==> src/rtl/keyed_wdt_pkg.sv <==
package keyed_wdt_pkg;

    typedef enum logic {
        LK_SHUT = 1'b0,
        LK_OPEN = 1'b1
    } lock_state_e;

    localparam int unsigned ADDR_W = 3;

    localparam logic [ADDR_W-1:0] A_CFG    = 3'd0;
    localparam logic [ADDR_W-1:0] A_COUNT  = 3'd1;
    localparam logic [ADDR_W-1:0] A_SCALED = 3'd2;
    localparam logic [ADDR_W-1:0] A_FEED   = 3'd3;
    localparam logic [ADDR_W-1:0] A_KEY    = 3'd4;
    localparam logic [ADDR_W-1:0] A_CMP    = 3'd5;

    localparam int unsigned B_RST_EN = 8;
    localparam int unsigned B_ZERO   = 9;
    localparam int unsigned B_ALWAYS = 12;
    localparam int unsigned B_AWAKE  = 13;
    localparam int unsigned B_IP     = 28;

endpackage

==> src/rtl/wdt_keylock.sv <==
module wdt_keylock
    import keyed_wdt_pkg::*;
(
    input  logic clk,
    input  logic rst_ni,
    input  logic key_hit,
    input  logic prot_wr,
    output logic unlocked
);

    lock_state_e st_q, st_d;

    always_comb begin
        st_d = st_q;
        unique case (st_q)
            LK_SHUT: if (key_hit) st_d = LK_OPEN;
            LK_OPEN: if (prot_wr) st_d = LK_SHUT;
            default: st_d = LK_SHUT;
        endcase
    end

    always_ff @(posedge clk or negedge rst_ni) begin
        if (!rst_ni) st_q <= LK_SHUT;
        else         st_q <= st_d;
    end

    always_comb begin
        unlocked = (st_q == LK_OPEN);
    end

endmodule

==> src/rtl/wdt_counter.sv <==
module wdt_counter #(
    parameter int unsigned CNT_W   = 31,
    parameter int unsigned CMP_W   = 16,
    parameter int unsigned SCALE_W = 4
) (
    input  logic               clk,
    input  logic               rst_ni,
    input  logic               load,
    input  logic [CNT_W-1:0]   load_val,
    input  logic               feed,
    input  logic               zero_cmp,
    input  logic               run,
    input  logic [SCALE_W-1:0] scale,
    input  logic [CMP_W-1:0]   cmp,
    output logic [CNT_W-1:0]   cnt,
    output logic [CMP_W-1:0]   scaled,
    output logic               match
);

    localparam logic [CNT_W-1:0] ONE = {{(CNT_W-1){1'b0}}, 1'b1};

    logic [CNT_W-1:0] shifted;

    always_comb begin
        shifted = cnt >> scale;
        scaled  = shifted[CMP_W-1:0];
        match   = (scaled >= cmp);
    end

    always_ff @(posedge clk or negedge rst_ni) begin
        if (!rst_ni) begin
            cnt <= '0;
        end else if (load) begin
            cnt <= load_val;
        end else if (feed || (match && zero_cmp)) begin
            cnt <= '0;
        end else if (run) begin
            cnt <= cnt + ONE;
        end
    end

endmodule

==> src/rtl/keyed_wdt.sv <==
module keyed_wdt
    import keyed_wdt_pkg::*;
#(
    parameter int unsigned       CNT_W      = 31,
    parameter int unsigned       CMP_W      = 16,
    parameter int unsigned       SCALE_W    = 4,
    parameter int unsigned       DATA_W     = 32,
    parameter int unsigned       KEY_W      = 24,
    parameter logic [KEY_W-1:0]  KEY_VALUE  = 24'h51F15E,
    parameter logic [DATA_W-1:0] FEED_VALUE = 32'h0FEEDC0D
) (
    input  logic              clk,
    input  logic              rst_ni,
    input  logic              core_in_reset,
    input  logic              wr_en,
    input  logic [ADDR_W-1:0] addr,
    input  logic [DATA_W-1:0] wdata,
    output logic [DATA_W-1:0] rdata,
    output logic              irq,
    output logic              reset_req
);

    logic               unlocked;
    logic               guarded, prot_wr, key_hit;
    logic               cfg_wr, cnt_wr, feed_ok, cmp_wr;
    logic               run, match;
    logic [SCALE_W-1:0] scale;
    logic               rst_en, zero_cmp, en_always, en_awake, ip;
    logic [CMP_W-1:0]   cmp_q;
    logic               rst_q;
    logic [CNT_W-1:0]   cnt;
    logic [CMP_W-1:0]   scaled;
    logic               unused_wdata;

    assign unused_wdata = ^wdata;

    always_comb begin
        guarded = (addr == A_CFG) || (addr == A_COUNT) ||
                  (addr == A_FEED) || (addr == A_CMP);
        prot_wr = wr_en && unlocked && guarded;
        key_hit = wr_en && (addr == A_KEY) && (wdata[KEY_W-1:0] == KEY_VALUE);
        cfg_wr  = prot_wr && (addr == A_CFG);
        cnt_wr  = prot_wr && (addr == A_COUNT);
        cmp_wr  = prot_wr && (addr == A_CMP);
        feed_ok = prot_wr && (addr == A_FEED) && (wdata == FEED_VALUE);
        run     = en_always || (en_awake && !core_in_reset);
    end

    wdt_keylock u_lock (
        .clk      (clk),
        .rst_ni   (rst_ni),
        .key_hit  (key_hit),
        .prot_wr  (prot_wr),
        .unlocked (unlocked)
    );

    wdt_counter #(
        .CNT_W   (CNT_W),
        .CMP_W   (CMP_W),
        .SCALE_W (SCALE_W)
    ) u_cnt (
        .clk      (clk),
        .rst_ni   (rst_ni),
        .load     (cnt_wr),
        .load_val (wdata[CNT_W-1:0]),
        .feed     (feed_ok),
        .zero_cmp (zero_cmp),
        .run      (run),
        .scale    (scale),
        .cmp      (cmp_q),
        .cnt      (cnt),
        .scaled   (scaled),
        .match    (match)
    );

    always_ff @(posedge clk or negedge rst_ni) begin
        if (!rst_ni) begin
            scale     <= '0;
            rst_en    <= 1'b0;
            zero_cmp  <= 1'b0;
            en_always <= 1'b0;
            en_awake  <= 1'b0;
            ip        <= 1'b0;
        end else if (cfg_wr) begin
            scale     <= wdata[SCALE_W-1:0];
            rst_en    <= wdata[B_RST_EN];
            zero_cmp  <= wdata[B_ZERO];
            en_always <= wdata[B_ALWAYS];
            en_awake  <= wdata[B_AWAKE];
            ip        <= wdata[B_IP];
        end else if (match) begin
            ip        <= 1'b1;
        end
    end

    always_ff @(posedge clk or negedge rst_ni) begin
        if (!rst_ni)     cmp_q <= '1;
        else if (cmp_wr) cmp_q <= wdata[CMP_W-1:0];
    end

    always_ff @(posedge clk or negedge rst_ni) begin
        if (!rst_ni)               rst_q <= 1'b0;
        else if (match && rst_en)  rst_q <= 1'b1;
    end

    always_comb begin
        rdata = '0;
        case (addr)
            A_CFG: begin
                rdata[SCALE_W-1:0] = scale;
                rdata[B_RST_EN]    = rst_en;
                rdata[B_ZERO]      = zero_cmp;
                rdata[B_ALWAYS]    = en_always;
                rdata[B_AWAKE]     = en_awake;
                rdata[B_IP]        = ip;
            end
            A_COUNT:  rdata[CNT_W-1:0] = cnt;
            A_SCALED: rdata[CMP_W-1:0] = scaled;
            A_KEY:    rdata[0]         = unlocked;
            A_CMP:    rdata[CMP_W-1:0] = cmp_q;
            default:  rdata            = '0;
        endcase
    end

    assign irq       = ip;
    assign reset_req = rst_q;

endmodule

==> config.mk <==
export PLATFORM = sky130hd
export DESIGN_NAME = keyed_wdt
export DESIGN_NICKNAME = d
export VERILOG_FILES = /design/src/rtl/keyed_wdt_pkg.sv /design/src/rtl/wdt_keylock.sv /design/src/rtl/wdt_counter.sv /design/src/rtl/keyed_wdt.sv
export SDC_FILE = /design/constraint.sdc
export NUM_CORES = 1
export LEC_CHECK = 0
export ABC_AREA = 1
export CAP_MARGIN = 40
export CORE_AREA = 2 2 96 121
export CTS_CLUSTER_DIAMETER = 30
export DETAILED_ROUTE_END_ITERATION = 12
export DIE_AREA = 0 0 98 123
export DONT_BUFFER_PORTS = 1
export PLACE_DENSITY = 0.74
export SETUP_SLACK_MARGIN = 0.2
export SKIP_CTS_REPAIR_TIMING = 1
export SYNTH_ARGS = -nofsm -noshare
export SYNTH_HDL_FRONTEND = slang
export SYNTH_SLANG_ARGS = --single-unit
==> constraint.sdc <==
create_clock -name clk -period 5.8 [get_ports clk]
set_clock_uncertainty 0.05 [all_clocks]
set_input_delay 1.16 -clock clk [delete_from_list [all_inputs] [get_ports clk]]
set_output_delay 1.16 -clock clk [all_outputs]
set_load 0.01 [all_outputs]
-- Yosys cells after proc, flatten, opt, wreduce, memory -nomap -nowiden
Index checks and enable logic that the tools add are counted.
- add/sub/neg operators: 1
- $lt $le $gt $ge: 1
- equal/unequal tests: 7
- shift-type cells: 1
- muxes and demuxes: 18
- bitwise logic cells: 1
- reductions and logical operators: 21
- operator list (operator ; number):
    $mux W31 ; 3
    $eq A32 B28 Y1 const B ; 1
    $add A31 B1 Y31 const B ; 1
    $shr A31 B4 Y16 ; 1
    $eq A24 B23 Y1 const B ; 1
    $ge A16 B16 Y1 ; 1
    $pmux W2 S4 ; 2
    $logic_and A1 B1 Y1 ; 12
    $mux W12 ; 1
    $pmux W2 S3 ; 2
    $pmux W3 S4 ; 1
    $pmux W4 S3 ; 1
    $eq A3 B2 Y1 const B ; 2
    $eq A3 B3 Y1 const B ; 2
    $logic_or A1 B1 Y1 ; 5
    $pmux W1 S5 ; 1
    $mux W1 ; 4
    $pmux W1 S2 ; 2
    $eq A3 B1 Y1 const B ; 1
    $logic_not A3 Y1 ; 1
    $reduce_bool A3 Y1 ; 1
    $mux W2 ; 1
    $reduce_bool A2 Y1 ; 1
    $logic_not A1 Y1 ; 1
    $not A1 Y1 ; 1
- register bits after elaboration: 58
- output and inout port bits: 34
- logic and storage cells: 60

-- Longest topological paths before layout
Gate-level depths: netlist of run 1.
- word-level depth: 10
- mapped depth: 25
- depth with buffers taken out: 22

-- Modules after synthesis
A second synthesis of run 1 with hierarchy kept.
- cells, all modules: 1051
- area total of the unflattened synthesis: 6204.7 um^2
- by module, submodules not included (module ; instances ; cells an instance ; area each (um^2) ; sequential area each (um^2)):
    wdt_counter ; 1 ; 772 ; 4304.1 ; 775.7
    keyed_wdt ; 1 ; 273 ; 1856.8 ; 670.6
    wdt_keylock ; 1 ; 6 ; 43.8 ; 25.0

-- Worst setup path before layout of run 1
OpenSTA, ideal clock, no wires.
- kind: input to output
- start point: in addr[1]
- end point: out rdata[14]
- arrival time: 2.158 ns
- required time: 4.590 ns
- path slack: 2.432 ns
- cell stages on the path: 6
- path through: inv_1 or2_2 nor2_1 buf_2 nand2_1 nand2_1
- cells in the longest elaborated chain, start to end: 2
- ends and longest elaborated chain (what ; RTL line ; RTL):
    start, declared ; keyed_wdt.sv:16 ; input logic [ADDR_W-1:0] addr,
    $eq A3 B3 Y1 (tied with other cells) ; keyed_wdt.sv:108 ; case (addr)
    $pmux W2 S3 * ; keyed_wdt.sv:108 ;
    end, declared ; keyed_wdt.sv:18 ; output logic [DATA_W-1:0] rdata,
Every way passes the cells marked *; elsewhere a longest branch is shown, timed or not.

-- Worst setup path in the final report of run 1
- start point: reg scale[2]
- end point: reg u_cnt.cnt[2]
- cells in the longest elaborated chain, start to end: 6
- ends and longest elaborated chain (what ; RTL line ; RTL):
    start, declared ; keyed_wdt.sv:27 ; logic [SCALE_W-1:0] scale;
    start signal, assigned ; keyed_wdt.sv:85 ; scale <= wdata[SCALE_W-1:0];
    $shr A31 B4 Y16 * ; wdt_counter.sv:25 ; shifted = cnt >> scale;
    $ge A16 B16 Y1 * ; wdt_counter.sv:27 ; match = (scaled >= cmp);
    $logic_and A1 B1 Y1 * ; wdt_counter.sv:35 ; end else if (feed || (match && zero_cmp)) begin
    $logic_or A1 B1 Y1 * ; wdt_counter.sv:35 ;
    $mux W31 ; wdt_counter.sv:35 ;
    $mux W31 ; wdt_counter.sv:33 ; end else if (load) begin
    end signal, assigned ; wdt_counter.sv:34 ; cnt <= load_val;
    end signal, assigned ; wdt_counter.sv:38 ; cnt <= cnt + ONE;
    end, declared ; wdt_counter.sv:15 ; output logic [CNT_W-1:0] cnt,
Marks and branches as above.
A chain may end at the register's enable or synchronous reset.

==> results of run 1 <==
[cell type report]
cell class,count,share of cell area [%]
Inverter,81,4.96
Clock inverter,5,1.27
Timing Repair Buffer,6,1.06
Tap cell,135,2.76
Multi-Input combinational cell,815,62.0
Clock buffer,11,3.96
Sequential cell,58,24.0
[routing by layer]
metal / part of all wire, % / up-vias / GRT usage [%]
met1: 40 / 2903 / 43.8
met3: 8.0 / 61 / 6.05
li1: - / 3142 / -
met4: 4.5 / 0 / 17.0
met2: 47 / 304 / 58.5
met5: 0 / - / 0
[cell usage after synthesis (2+ instances only)]
cell type,number,area [µm²]
sky130_fd_sc_hd__nand2_1,418,1570
sky130_fd_sc_hd__nor2_1,109,409
sky130_fd_sc_hd__inv_1,74,278
sky130_fd_sc_hd__o21ai_0,72,360
sky130_fd_sc_hd__nand3_1,67,335
sky130_fd_sc_hd__dfrtp_1,42,1050
sky130_fd_sc_hd__a21oi_1,25,125
sky130_fd_sc_hd__o21ai_1,19,95.1
sky130_fd_sc_hd__clkbuf_1,18,67.6
sky130_fd_sc_hd__ha_1,17,213
sky130_fd_sc_hd__dfstp_2,16,420
sky130_fd_sc_hd__buf_2,13,65.1
sky130_fd_sc_hd__buf_6,11,124
sky130_fd_sc_hd__a22oi_1,9,67.6
sky130_fd_sc_hd__o211ai_1,9,67.6
sky130_fd_sc_hd__and2_1,7,43.8
sky130_fd_sc_hd__inv_2,6,22.5
sky130_fd_sc_hd__mux2i_1,6,60.1
sky130_fd_sc_hd__nand4_1,6,37.5
sky130_fd_sc_hd__o22ai_1,6,37.5
sky130_fd_sc_hd__buf_4,5,37.5
sky130_fd_sc_hd__or2_2,5,31.3
sky130_fd_sc_hd__nand2_2,4,25.0
sky130_fd_sc_hd__nor2_2,4,25.0
sky130_fd_sc_hd__nor3_1,4,20.0
sky130_fd_sc_hd__xor2_1,4,35.0
sky130_fd_sc_hd__nor4_1,3,18.8
sky130_fd_sc_hd__a221oi_1,2,17.5
sky130_fd_sc_hd__nand2_4,2,22.5
sky130_fd_sc_hd__nor2_4,2,22.5
sky130_fd_sc_hd__o21a_1,2,15.0
sky130_fd_sc_hd__o21ai_2,2,17.5
[power groups by stage]
stage	combinational, mW	clock, mW	sequential (mW)
6_report	1.96	0.591	0.930
5_1_grt	2.23	0.613	0.955
4_1_cts	1.94	0.598	0.916
3_5_place_dp	1.92	0	0.923
3_3_place_gp	1.87	0	0.944
2_1_floorplan	1.62	0	0.775
[logic make-up (layout without fill, tap and decap cells)]
logic type / count (synthesis) / after routing / share of synthesized area, %
adders and majority gates: 17 / 17 / 3.62
muxes: 6 / 6 / 1.02
buffers and inverters: 129 / 103 / 10.2
DFF: 58 / 58 / 25.1
and+or+nand+nor: 636 / 636 / 44.7
AOI/OAI and AO/OA: 151 / 151 / 14.6
other: 1 / 1 / 0.0639
xor gates and xnor gates: 4 / 4 / 0.597
[registers in the layout (all words and copies together), names as in the netlist]
name,cells
cmp_q,16
u_lock.unlocked,1
reset_req,1
en_awake,1
irq,1
u_cnt.cnt,31
rst_en,1
en_always,1
scale,4
zero_cmp,1
[worst min path at each step]
stage                    end       from  depth (start not counted)  slack (ns)
2_1_floorplan         rst_en     rst_en                          2        0.41
3_3_place_gp        cmp_q[8]   cmp_q[8]                          2        0.46
3_5_place_dp       cmp_q[11]  cmp_q[11]                          2        0.46
4_1_cts        u_cnt.cnt[26]     rst_ni                          0        0.46
5_1_grt        u_cnt.cnt[26]     rst_ni                          0        0.45
6_report       u_cnt.cnt[26]     rst_ni                          0        0.46
[through the flow]
step,util (%),hold slack [ns]
after global routing,56.1,0.451
after CTS,56.1,0.456
after floorplan,-,0.415
after detailed placement,53.2,0.461
final,56.1,0.464
after global placement,52.9,0.456
==> results by stage, run 1 <==
Power:
- In this run the power spent charging and discharging nets is 1.81 mW.
- The internal power of the cells totals 1.68 mW.
- The switching share of power is 51.9%.
- For this design the ratio of total power to cell area is 569 nW/µm².
- Combinational logic burns 56.4% of the power.
- The clock group share of total power is 17.0%.
- The share of total power in sequential cells is 26.7%.
- The highest ir drop seen on vdd is 0.229 mV.
- Summed over all cells, the static leakage comes to 2.90 nW.
- The overall power consumption is 3.49 mW.

Synthesis:
- Synthesis produced a netlist with a net count of 1058.
- The most used flip-flop cell after synthesis is sky130_fd_sc_hd__dfrtp_1.
- After synthesis the netlist holds a flip-flop and latch count of 58.
- Averaged over all synthesized cells, the footprint is 5.86 µm².
- The number of unique standard cell types used by synthesis is 45.
- The proportion of register bits with asynchronous set or reset after synthesis is 100%.
- Yosys printed 0 warnings.
- Sequential elements use 25.1% of the synthesized area.
- The number of standard cells after synthesis is 1002.
- The synthesized cell area is 5870 µm².
- The number of enable flip-flop cells after synthesis is 0.

Cells and area:
- Once layout is done, the placed cells without fillers occupy 6130 µm².
- The net count of the finished layout is 1027.
- Summing all flip-flop and latch instances after layout gives 1470 µm².
- The number of antenna diodes in the final layout is 0.
- Leaving out fill and tap cells, the most frequent cell in the layout is sky130_fd_sc_hd__nand2_1.
- The share of layout cells above drive strength 1 is 6.97%.
- In the layout the commonest cells are sky130_fd_sc_hd__nand2_1 (418), sky130_fd_sc_hd__nor2_1 (109), sky130_fd_sc_hd__inv_1 (74).
- The fill cell total of the finished layout is 1173.
- The area taken by multi-input logic gates is 3800 µm².
- The signed area change from the synthesized netlist to the final layout is 4.37%.
- The final cell count without fillers is 1111.

Worst setup path:
- In this run the worst setup path begins at scale[2].
- The cell family contributing the most delay on the critical path is simple AND/OR/NAND/NOR gates.
- Measured in cells, the most critical reg-to-reg path has a length of 13.
- The critical path goes through clkinv_1 > a211oi_1 > o22ai_1 > ha_1 > nand2_1 > o21ai_0 > a21oi_1 > nand2_2 > nand2_4 > nand2_2 > nor2_4 > nand2_1 > nand2_1.
- Along the worst path, the maximum fanout reaches 33.
- By startpoint and endpoint, the worst setup path is classified as flip-flop to flip-flop.
- The largest individual stage delay along the critical path comes from the cell sky130_fd_sc_hd__dfrtp_1.
- On the worst path, the slowest cell contributes a delay of 0.78 ns.
- The startpoint class of the critical path is a flip-flop.
- The critical path data arrival time is 4.77 ns.
- The required time of the critical path is 6.02 ns.
- Counting buffers and inverters, the worst setup path is 13 cells deep.
- The cell that appears most often on the critical path is sky130_fd_sc_hd__nand2_1.
- The worst setup path is captured at a flip-flop.
- In this run the critical register-to-register path is captured at u_cnt.cnt[2].
- In this run the critical register-to-register path is launched from scale[2].
- The end of the critical path is u_cnt.cnt[2].
- For flop-to-flop paths, the worst setup slack is 1.25 ns.
- Together, buffers and inverters on the worst path number 1.

Floorplanning:
- The chip height is 123 µm.
- The count of standard-cell rows is 43.
- The number of placed I/O pins is 73.
- The initial core utilization is 53.8%.
- The die covers 12100 µm².
- The core region is 10900 µm².
- The horizontal die dimension is 98 µm.

Timing:
- The relative max-transition margin is 49.7%.
- The post-layout minimum cycle time is 4.55 ns.
- The timing-limited maximum frequency is 220 MHz.
- For the final routed database, the setup TNS stands at 0 ns.
- The post-route fraction of the period consumed by the critical path is 78.5%.
- The number of failing hold endpoints at the final stage is 0.
- At the pin with the least slew margin, the transition time is 0.751 ns.
- Setup repair after global routing left no endpoint under its margin.
- Setup violations remaining at the end of the flow were counted as 0.
- The number of max-slew violations in the final report is 0.
- The final worst setup slack is 1.25 ns.

Global routing:
- The via count of the first global-routing pass is 6015.
- The first global-routing pass estimated 32500 µm of wire.
- The largest net degree at the start of global routing is 59.
- Across every metal layer, demand over resource in global routing totals 34.9%.
- For this run the aggregate overflow at the end of global routing stands at 0.
- The initial antenna violation count was 0.

Routing:
- In the final routed layout, each cell accounts on average for 18.4 µm.
- For this run, the detailed router's first-pass iteration total came to 5.
- The violation count after the first detailed-routing iteration is 600.
- Detailed routing inserted a total of 6410 vias.
- The mean number of vias per cell is 5.77.
- The number of antenna-violating nets in the routed design is 0.
- The overall routed net length is 20400 µm.
- The number of DRC violations after detailed routing is 0.

Placement:
- Once detailed placement completed, the half-perimeter wirelength came to 15000 µm.
- During placement, the flow inserted port buffers numbering 0.
- The placed instance area is 5810 µm².
- The congestion estimate from routability-driven global placement came to 0.991.
- The worst slack at placement is 1.39 ns.
- The instance count after placement with tap cells included is 1095.

Run status:
- The flow ran to the end, and the final reports show no timing, DRC or antenna violations.

Clock network:
- The clock reaches the later pin of the worst-skew pair after 0.34 ns.
- The buffer type at the clock tree root is sky130_fd_sc_hd__clkbuf_16.
- The clock sink count is 58.
- The number of buffers created by CTS is 9.
- The H-tree level count is 3.
- After clock tree synthesis, the clock-pin slew on the worst setup and hold paths is 0.06 ns.
- TritonCTS built the clock tree.
- The maximum count of clock buffers along a single path is 2.

Hold path:
- The min-delay analysis places its worst path in the category input pin to asynchronous set/reset pin.

Job:
- The tool flagged a number of max-cap violations equal to 0.
Note: power is estimated with default switching activity, not from simulation.
==> run 2: changes to the inputs <==
--- a/config.mk
+++ b/config.mk
@@ -5,12 +5,12 @@
 export SDC_FILE = /design/constraint.sdc
 export NUM_CORES = 1
 export LEC_CHECK = 0
-export ABC_AREA = 1
+export ABC_AREA = 0
 export CAP_MARGIN = 40
-export CORE_AREA = 2 2 96 121
+export CORE_AREA = 2 2 93 118
 export CTS_CLUSTER_DIAMETER = 30
 export DETAILED_ROUTE_END_ITERATION = 12
-export DIE_AREA = 0 0 98 123
+export DIE_AREA = 0 0 95 120
 export DONT_BUFFER_PORTS = 1
 export PLACE_DENSITY = 0.74
 export SETUP_SLACK_MARGIN = 0.2
==> constraint.sdc (replaced) <==
create_clock -name clk -period 4.4 [get_ports clk]
set_clock_uncertainty 0.05 [all_clocks]
set_input_delay 0.88 -clock clk [delete_from_list [all_inputs] [get_ports clk]]
set_output_delay 0.88 -clock clk [all_outputs]
set_load 0.01 [all_outputs]
==> run 2 against run 1 <==
Combinational power down 98%. Register-to-register slack worse by 0.88 ns. Cell area down 2.3%. Clock power up 14%. Sequential power down 42%. Clock-buffer cell count up 2. Worst hold slack worse by 0.27 ns. Global-route usage down 1.1 points. Area after synthesis down 5.4%. Final cell count down 30%. Largest power group is now clock.
==> results by stage, run 2 <==
Worst setup path:
- The critical path is of the flip-flop to flip-flop type.
- For this design, the slowest cell found on the critical path is sky130_fd_sc_hd__mux4_2.
- STA classifies the critical path startpoint as a flip-flop.
- The buffers plus inverters on the worst setup path is 2.
- On the worst path, the slowest cell contributes a delay of 0.59 ns.
- The critical path goes through buf_12 > mux4_2 > mux4_2 > ha_1 > nand4_1 > or4_4 > o32ai_4 > buf_4 > o21ai_2 > a32o_1 > a22oi_1.
- Among the stages of the critical path, the cell type that occurs most often is sky130_fd_sc_hd__mux4_2.
- The kind of cell with the highest combined delay along the critical path is multiplexers.
- The maximum fanout along the worst path is 34.
- The worst setup path is captured at a flip-flop.
- The critical path data arrival time is 4.24 ns.
- Data on the critical path is required at its endpoint by 4.61 ns.

Synthesis:
- The synthesized netlist net count is 725.
- The proportion of register bits with asynchronous set or reset after synthesis is 100%.
- By area the synthesized netlist is led by sky130_fd_sc_hd__dfrtp_1 (19%), sky130_fd_sc_hd__dfstp_2 (7.6%), sky130_fd_sc_hd__nand2_1 (6.6%), sky130_fd_sc_hd__mux4_2 (6.1%), sky130_fd_sc_hd__mux2i_1 (4.9%).
- The synthesized netlist devotes 24.2% of its cell area to compound gates.
- After synthesis, the largest family of logic cells by area is compound AO/OA/AOI/OAI gates.
- Sorting the synthesized cells by how often they occur yields sky130_fd_sc_hd__nand2_1 (97), sky130_fd_sc_hd__nor2_1 (46), sky130_fd_sc_hd__dfrtp_1 (42).
- The cell area that synthesis handed to floorplanning was 5550 µm².
- The largest total area in the synthesized netlist belongs to sky130_fd_sc_hd__dfrtp_1.
- The number of standard cells after synthesis is 669.
- In this run, synthesis inferred 0 flip-flops with an integrated enable.
- The multiplexer fraction of the synthesized cell area is 15.0%.
- The post-synthesis xor/xnor area fraction is 0%.
- The number of unique standard cell types used by synthesis is 66.
- The most used flip-flop cell after synthesis is sky130_fd_sc_hd__dfrtp_1.
- During synthesis, Yosys emitted a total of 0 warnings.
- The area fraction in and, or, nand and nor cells after synthesis is 23.4%.
- The total of flip-flops plus latches after synthesis is 58.
- The top cell type by area accounts for 18.9% of the synthesized area.
- The library cell with the highest instance count after synthesis is sky130_fd_sc_hd__nand2_1.
- Sequential cells were found to cover 26.5% of the synthesized design area.
- In this run the mean area of a mapped cell was 8.30 µm².
- After Yosys synthesis, full adders, half adders and majority gates account for 3.83% of the synthesized area.

Routing:
- For this run, design rule violations remaining after detail routing come to 0.
- The total via count after detailed routing is 5548.
- The number of antenna-violating nets in the routed design is 0.
- The mean number of vias per cell is 7.15.
- Summed over all layers, the routed wires come to 19000 µm.
- The number of optimization iterations in the first detailed-route pass is 5.
- The violation count after the first detailed-routing iteration is 542.
- The average detailed-routed wire length per instance is 24.5 µm.

Global routing:
- The initial antenna violation count was 0.
- The largest net degree at the start of global routing is 59.
- The first-pass GRT wire length is 29400 µm.
- Global routing finished with a remaining overflow of 0.
- The via count of the first global-routing pass came to 5374.
- The total global routing track utilization is 33.9%.

Clock network:
- For this design, the sink count on the clock tree is 58.
- The H-tree was split into 3 levels.
- The clock input transition at the sequential cells of the worst setup and hold paths is 0.05 ns.
- No sink is reached through more buffers than the 2 on the longest clock path.
- The root buffer cell chosen for the clock tree is sky130_fd_sc_hd__clkbuf_16.
- Clock latency on the worst-skew pair, taken at its later pin, is 0.34 ns.
- The number of buffers created by CTS is 9.
- TritonCTS built the clock tree.

Timing:
- Setup repair after global routing left no endpoint under its margin.
- The number of max-slew violations in the final report is 0.
- The timing-limited maximum frequency is 248 MHz.
- The smallest clock period supported by the final layout is computed as 4.04 ns.
- Headroom to the max-slew limit came out at 47.4%.
- The post-route fraction of the period consumed by the critical path is 91.7%.
- Setup violations remaining at the end of the flow were counted as 0.
- At the pin with the least slew margin, the transition time is 0.786 ns.
- The sum of negative setup slack is 0 ns.
- The number of failing hold endpoints at the final stage is 0.

Floorplanning:
- The floorplan step set the die height to 120 µm.
- From left edge to right edge, the die measures 95 µm.
- The number of placed I/O pins is 73.
- The die area is 11400 µm².
- The initial utilization of the core area, before any placement, comes to 53.6%.
- The core region area is 10400 µm².
- After floorplanning, the core was divided into 42 placement rows.

Placement:
- The final weighted congestion in routability-driven placement is 0.994.
- The half-perimeter wire length after placement is 13600 µm.
- The count of buffers added on input and output ports is 0.

Cells and area:
- In the final design database the tool counted 695 nets.
- The count of antenna diodes in the layout is 0.
- The share of layout cells above drive strength 1 is 17.9%.
- In the layout the commonest cells are sky130_fd_sc_hd__nand2_1 (97), sky130_fd_sc_hd__nor2_1 (45), sky130_fd_sc_hd__dfrtp_1 (42).
- Counting flops per register, the top entry is u_cnt.cnt.
- The area growth from synthesis to layout is 7.80%.
- The largest registers in the layout are u_cnt.cnt: 31 flops, cmp_q: 16 flops, scale: 4 flops.
- The leading cell type in the layout, fill and taps excluded is sky130_fd_sc_hd__nand2_1.
- The register with the most flip-flops in the layout has 31 of them.

Run status:
- The flow ran to the end, and the final reports show no timing, DRC or antenna violations.

Job:
- The tool flagged a number of max-cap violations equal to 0.

Power:
- Total power for the finished layout comes to 1.24 mW.
- IR analysis of the VDD net gives a maximum drop of 0.174 mV.
- Power spread over the standard cell area amounts to 208 nW/µm².
- The static leakage is 2.45 nW.

Hold path:
- The class of the most critical hold timing path is input pin to asynchronous set/reset pin.
==> run 2: cell types whose count changed after synthesis, moves of 21 or more <==
cell,previous run,this run
sky130_fd_sc_hd__inv_1,74,20
sky130_fd_sc_hd__nand2_1,418,97
sky130_fd_sc_hd__o21ai_0,72,31
sky130_fd_sc_hd__nand3_1,67,29
sky130_fd_sc_hd__mux2i_1,6,27
sky130_fd_sc_hd__a31oi_1,0,23
sky130_fd_sc_hd__nor2_1,109,46
==> run 2: worst reg2reg max path, delay by kind of cell (launching register included) <==
| kind | cells | cell delay [ns] |
|---|---|---|
| mux | 2 | 1.11 |
| compound gates | 4 | 0.98 |
| simple gates | 2 | 0.69 |
| buf+inv | 2 | 0.42 |
| flops | 1 | 0.38 |
| fa+ha+maj | 1 | 0.32 |
==> run 2: cells by family after synthesis <==
logic type      after synthesis
compound gates              186
fa+ha+maj                    17
buf+inv                      89
flops                        58
mux                          62
other cells                   1
simple gates                256
==> run 2: layer usage <==
layer  wire length, µm  share of wire [%]  track usage [%]
met5                 0                  0                0
met4               915                4.8             16.3
met3              1810                9.6             5.84
met2              9110                 48             54.7
met1              7140                 38             43.5
==> run 2: stage by stage <==
step           hold WS (ns)  cells  setup slack (ns)  utilization (%)  area [µm²]
3_5_place_dp          0.454    757             0.288             54.6        5660
3_3_place_gp          0.451    755            0.0924             54.2        5610
6_report              0.195    776             0.363             57.8        5990
5_1_grt               0.179    776             0.227             57.8        5990
2_1_floorplan         0.415    669             0.703                -        5550
4_1_cts               0.177    773             0.264             57.3        5930
==> run 2: final cells by class <==
type	count	area, µm²
clock buffer	13	260
tap	132	165
fill	945	4370
timing repair buffer	25	245
inverter	22	82.6
multi-input combinational	523	3750
sequential	58	1470
clock inverter	3	15.0
==> run 2: path summary, 6_finish.rpt <==
kind / from / end / slack [ns] / depth (start not counted)
max in group asynchronous: rst_ni / cmp_q[0] / 3.89 / 0
worst min register to register: rst_en / reset_req / 0.46 / 1
worst max register to register: scale[1] / u_cnt.cnt[4] / 0.36 / 11
worst min-delay path: rst_ni / irq / 0.19 / 0
worst max-delay path: scale[1] / u_cnt.cnt[4] / 0.36 / 11
min in group clk: rst_en / reset_req / 0.46 / 1
==> run 2: power breakdown <==
group	internal, mW	switching [mW]	total, mW
Sequential	0.535	0.000150	0.535
Combinational	0.0152	0.0206	0.0358
Clock	0.409	0.265	0.674
Total	0.959	0.285	1.24
==> run 3: changes to the inputs <==
--- a/config.mk
+++ b/config.mk
@@ -12,7 +12,7 @@
 export DETAILED_ROUTE_END_ITERATION = 12
 export DIE_AREA = 0 0 95 120
 export DONT_BUFFER_PORTS = 1
-export PLACE_DENSITY = 0.74
+export PLACE_DENSITY = 0.77
 export SETUP_SLACK_MARGIN = 0.2
 export SKIP_CTS_REPAIR_TIMING = 1
 export SYNTH_ARGS = -nofsm -noshare
==> constraint.sdc (replaced) <==
create_clock -name clk -period 3.51 [get_ports clk]
set_clock_uncertainty 0.05 [all_clocks]
set_input_delay 0.702 -clock clk [delete_from_list [all_inputs] [get_ports clk]]
set_output_delay 0.702 -clock clk [all_outputs]
set_load 0.01 [all_outputs]
==> run 3 against run 2 <==
The run now ends with setup timing left. Largest cell class unchanged. Cell area increased by 11%. First-iteration DRC count increased by 0.37%. Wire length increased by 4.0%. Critical endpoint is now u_cnt.cnt[22]. Critical path depth increased by 3. Combinational power increased by 35%. Core utilization increased by 6.5 points. Flip-flop and latch count unchanged.
==> results by stage, run 3 (same netlist as run 2, synthesis figures left out) <==
Clock network:
- After clock tree synthesis, the clock-pin slew on the worst setup and hold paths is 0.05 ns.
- The clock sink count is 58.
- The buffer type at the clock tree root is sky130_fd_sc_hd__clkbuf_16.
- For the worst-skew pair, the clock arrives at the later sink with an insertion delay of 0.34 ns.
- The clock passes through at most 2 buffers.
- CTS built an H-tree with a depth of 3.
- The number of buffers created by CTS is 9.
- The TritonCTS clock tree is done.

Floorplanning:
- The initialized floorplan defines 42 standard-cell rows.
- The total area inside the core boundary comes to 10400 µm².
- The horizontal die dimension is 95 µm.
- The die area is 11400 µm².
- Pin placement for this block handled 73 I/O pins.
- The initial core utilization is 53.6%.
- The chip height is 120 µm.

Cells and area:
- The largest registers in the layout are u_cnt.cnt: 31 flops, cmp_q: 16 flops, scale: 4 flops.
- After the last flow step, the layout net total stands at 754.
- The signed area change from the synthesized netlist to the final layout is 19.9%.
- The share of layout cells above drive strength 1 is 27.6%.
- The count of antenna diodes in the layout is 0.
- After routing the design area is 6660 µm².
- In the layout the commonest cells are sky130_fd_sc_hd__nand2_1 (96), sky130_fd_sc_hd__buf_4 (75), sky130_fd_sc_hd__nor2_1 (41), sky130_fd_sc_hd__dfrtp_1 (41), sky130_fd_sc_hd__o21ai_0 (29).
- The library cell used most frequently in the layout, excluding fill and tap cells, is sky130_fd_sc_hd__nand2_1.
- Counting flops per register, the top entry is u_cnt.cnt.
- The number of flip-flops in the largest register is 31.

Worst setup path:
- The dominant delay contributor by cell family on the critical path is compound AO/OA/AOI/OAI gates.
- The critical path goes through buf_12 > mux4_2 > mux2_4 > buf_4 > nor2_2 > a31oi_1 > ha_1 > nand2_2 > or4_4 > o32ai_4 > o21ai_4 > buf_12 > a32o_1 > o21a_1.
- STA classifies the critical path startpoint as a flip-flop.
- The maximum fanout along the worst path is 37.
- The buffers plus inverters on the worst setup path is 3.
- The critical path's most frequent cell is sky130_fd_sc_hd__buf_12.
- The largest single stage delay on the critical path is 0.52 ns.
- The highest-delay cell along the critical path is sky130_fd_sc_hd__mux4_2.
- The worst setup path is captured at a flip-flop.
- At the worst endpoint, the required time is 3.69 ns.
- The type of the worst setup path is flip-flop to flip-flop.
- The critical path data arrival time is 4.02 ns.

Timing:
- The final worst setup slack is -0.339 ns.
- The number of failing setup endpoints in the final timing report is 32.
- Of the available clock period, the critical path in the final layout requires 110%.
- Static timing analysis puts the maximum clock frequency at 260 MHz.
- The slew at the pin closest to its max-slew limit is 0.624 ns.
- Setup repair after global routing could not meet its margin everywhere.
- The relative max-transition margin is 58.3%.
- Across all hold checks on the routed design, the worst slack comes to 0.0103 ns.
- Subtracting the final worst setup slack from the clock period gives 3.85 ns.
- The number of failing hold endpoints at the final stage is 0.
- The number of max-slew violations in the final report was 0.

Placement:
- The final weighted congestion in routability-driven placement is 1.07.
- The HPWL after detailed placement is 14100 µm.
- The placed instance area is 6160 µm².
- The number of port buffers is 0.
- At the placement stage, the worst setup path has a slack of -0.437 ns.

Routing:
- The routed design has 19700 µm of wire.
- In the routed layout, each cell is associated on average with a via count of 7.05.
- The detail route stage leaves a number of antenna-violating nets equal to 0.
- In the final routed layout, each cell accounts on average for 23.6 µm.
- The pre-antenna-repair detailed-routing pass consisted of 5 iterations.
- In this run, the number of DRC markers left after iteration 0 of detailed routing was 544.
- The number of DRC violations after detailed routing is 0.
- The total via count after detailed routing is 5884.

Run status:
- The flow ran to the end, but the final reports show violations.
- The final reports fail on setup timing.

Global routing:
- Global routing used 34.6% of the available tracks across all layers.
- The first-pass GRT wire length is 30100 µm.
- The initial antenna violation count is 0.
- Entering global routing, the biggest net connects 59 pins.
- The via count of the first global-routing pass was 5575.
- The remaining global-route overflow is 0.

Power:
- For this design the static power due to leakage is 2.81 nW.
- Cell internal power was estimated by the tool at 1.26 mW.
- Sequential cells account for 41.6% of the total power.
- In this run, the combinational gates consume 3.0% of the power.
- The clock group share of total power is 55.4%.
- In this run the power spent charging and discharging nets is 352 µW.
- The worst-case IR drop observed on VDD is 0.216 mV.
- The switching share of power is 21.8%.
- Power spread over the standard cell area amounts to 242 nW/µm².

Hold path:
- The class of the most critical hold timing path is input pin to asynchronous set/reset pin.

Job:
- The tool flagged a number of max-cap violations equal to 0.
==> run 3: worst paths after layout <==
check,start,to,slack (ns),depth (start not counted)
setup / recovery,scale[0],u_cnt.cnt[22],-0.34,14
max in group asynchronous,rst_ni,cmp_q[8],3.18,0
hold / removal,rst_ni,en_awake,0.01,0
hold reg to reg,cmp_q[3],cmp_q[3],0.47,2
min in group clk,wr_en,u_lock.unlocked,0.41,1
setup reg to reg,scale[0],u_cnt.cnt[22],-0.34,14
==> run 3: area by class of cell <==
cell class | instances | area (µm²)
multi-input combinational | 522 | 3900
fill | 841 | 3700
sequential | 58 | 1470
timing repair buffer | 85 | 742
clock buffer | 13 | 250
tap | 132 | 165
inverter | 22 | 90.1
clock inverter | 3 | 40.0
==> run 3: power groups by stage <==
| stage | sequential (mW) | clock, mW | combinational [mW] |
|---|---|---|---|
| final | 0.671 | 0.892 | 0.0483 |
| after detailed placement | 0.682 | 0 | 0.0471 |
| after CTS | 0.671 | 0.898 | 0.0474 |
| after global placement | 0.682 | 0 | 0.0465 |
| after floorplan | 0.682 | 0 | 0.0462 |
| after global routing | 0.670 | 0.921 | 0.0519 |
==> run 3: metal layers <==
metal	global-route usage [%]	vias to the layer above	wire length (µm)
met2	57.0	357	9760
met5	0	-	0
met1	43.8	2863	7280
li1	-	2578	-
met3	5.40	86	1660
met4	16.5	0	1030
==> run 3: through the flow <==
stage / instances / utilization, % / setup TNS [ns] / power (mW)
5_1_grt: 835 / 64.3 / -13.52 / 1.64
6_report: 835 / 64.3 / -8.99 / 1.61
4_1_cts: 829 / 62.3 / -12.75 / 1.62
3_3_place_gp: 812 / 59.3 / -8.92 / 0.728
2_1_floorplan: 669 / - / -1.26 / 0.728
3_5_place_dp: 813 / 59.5 / -12.23 / 0.729
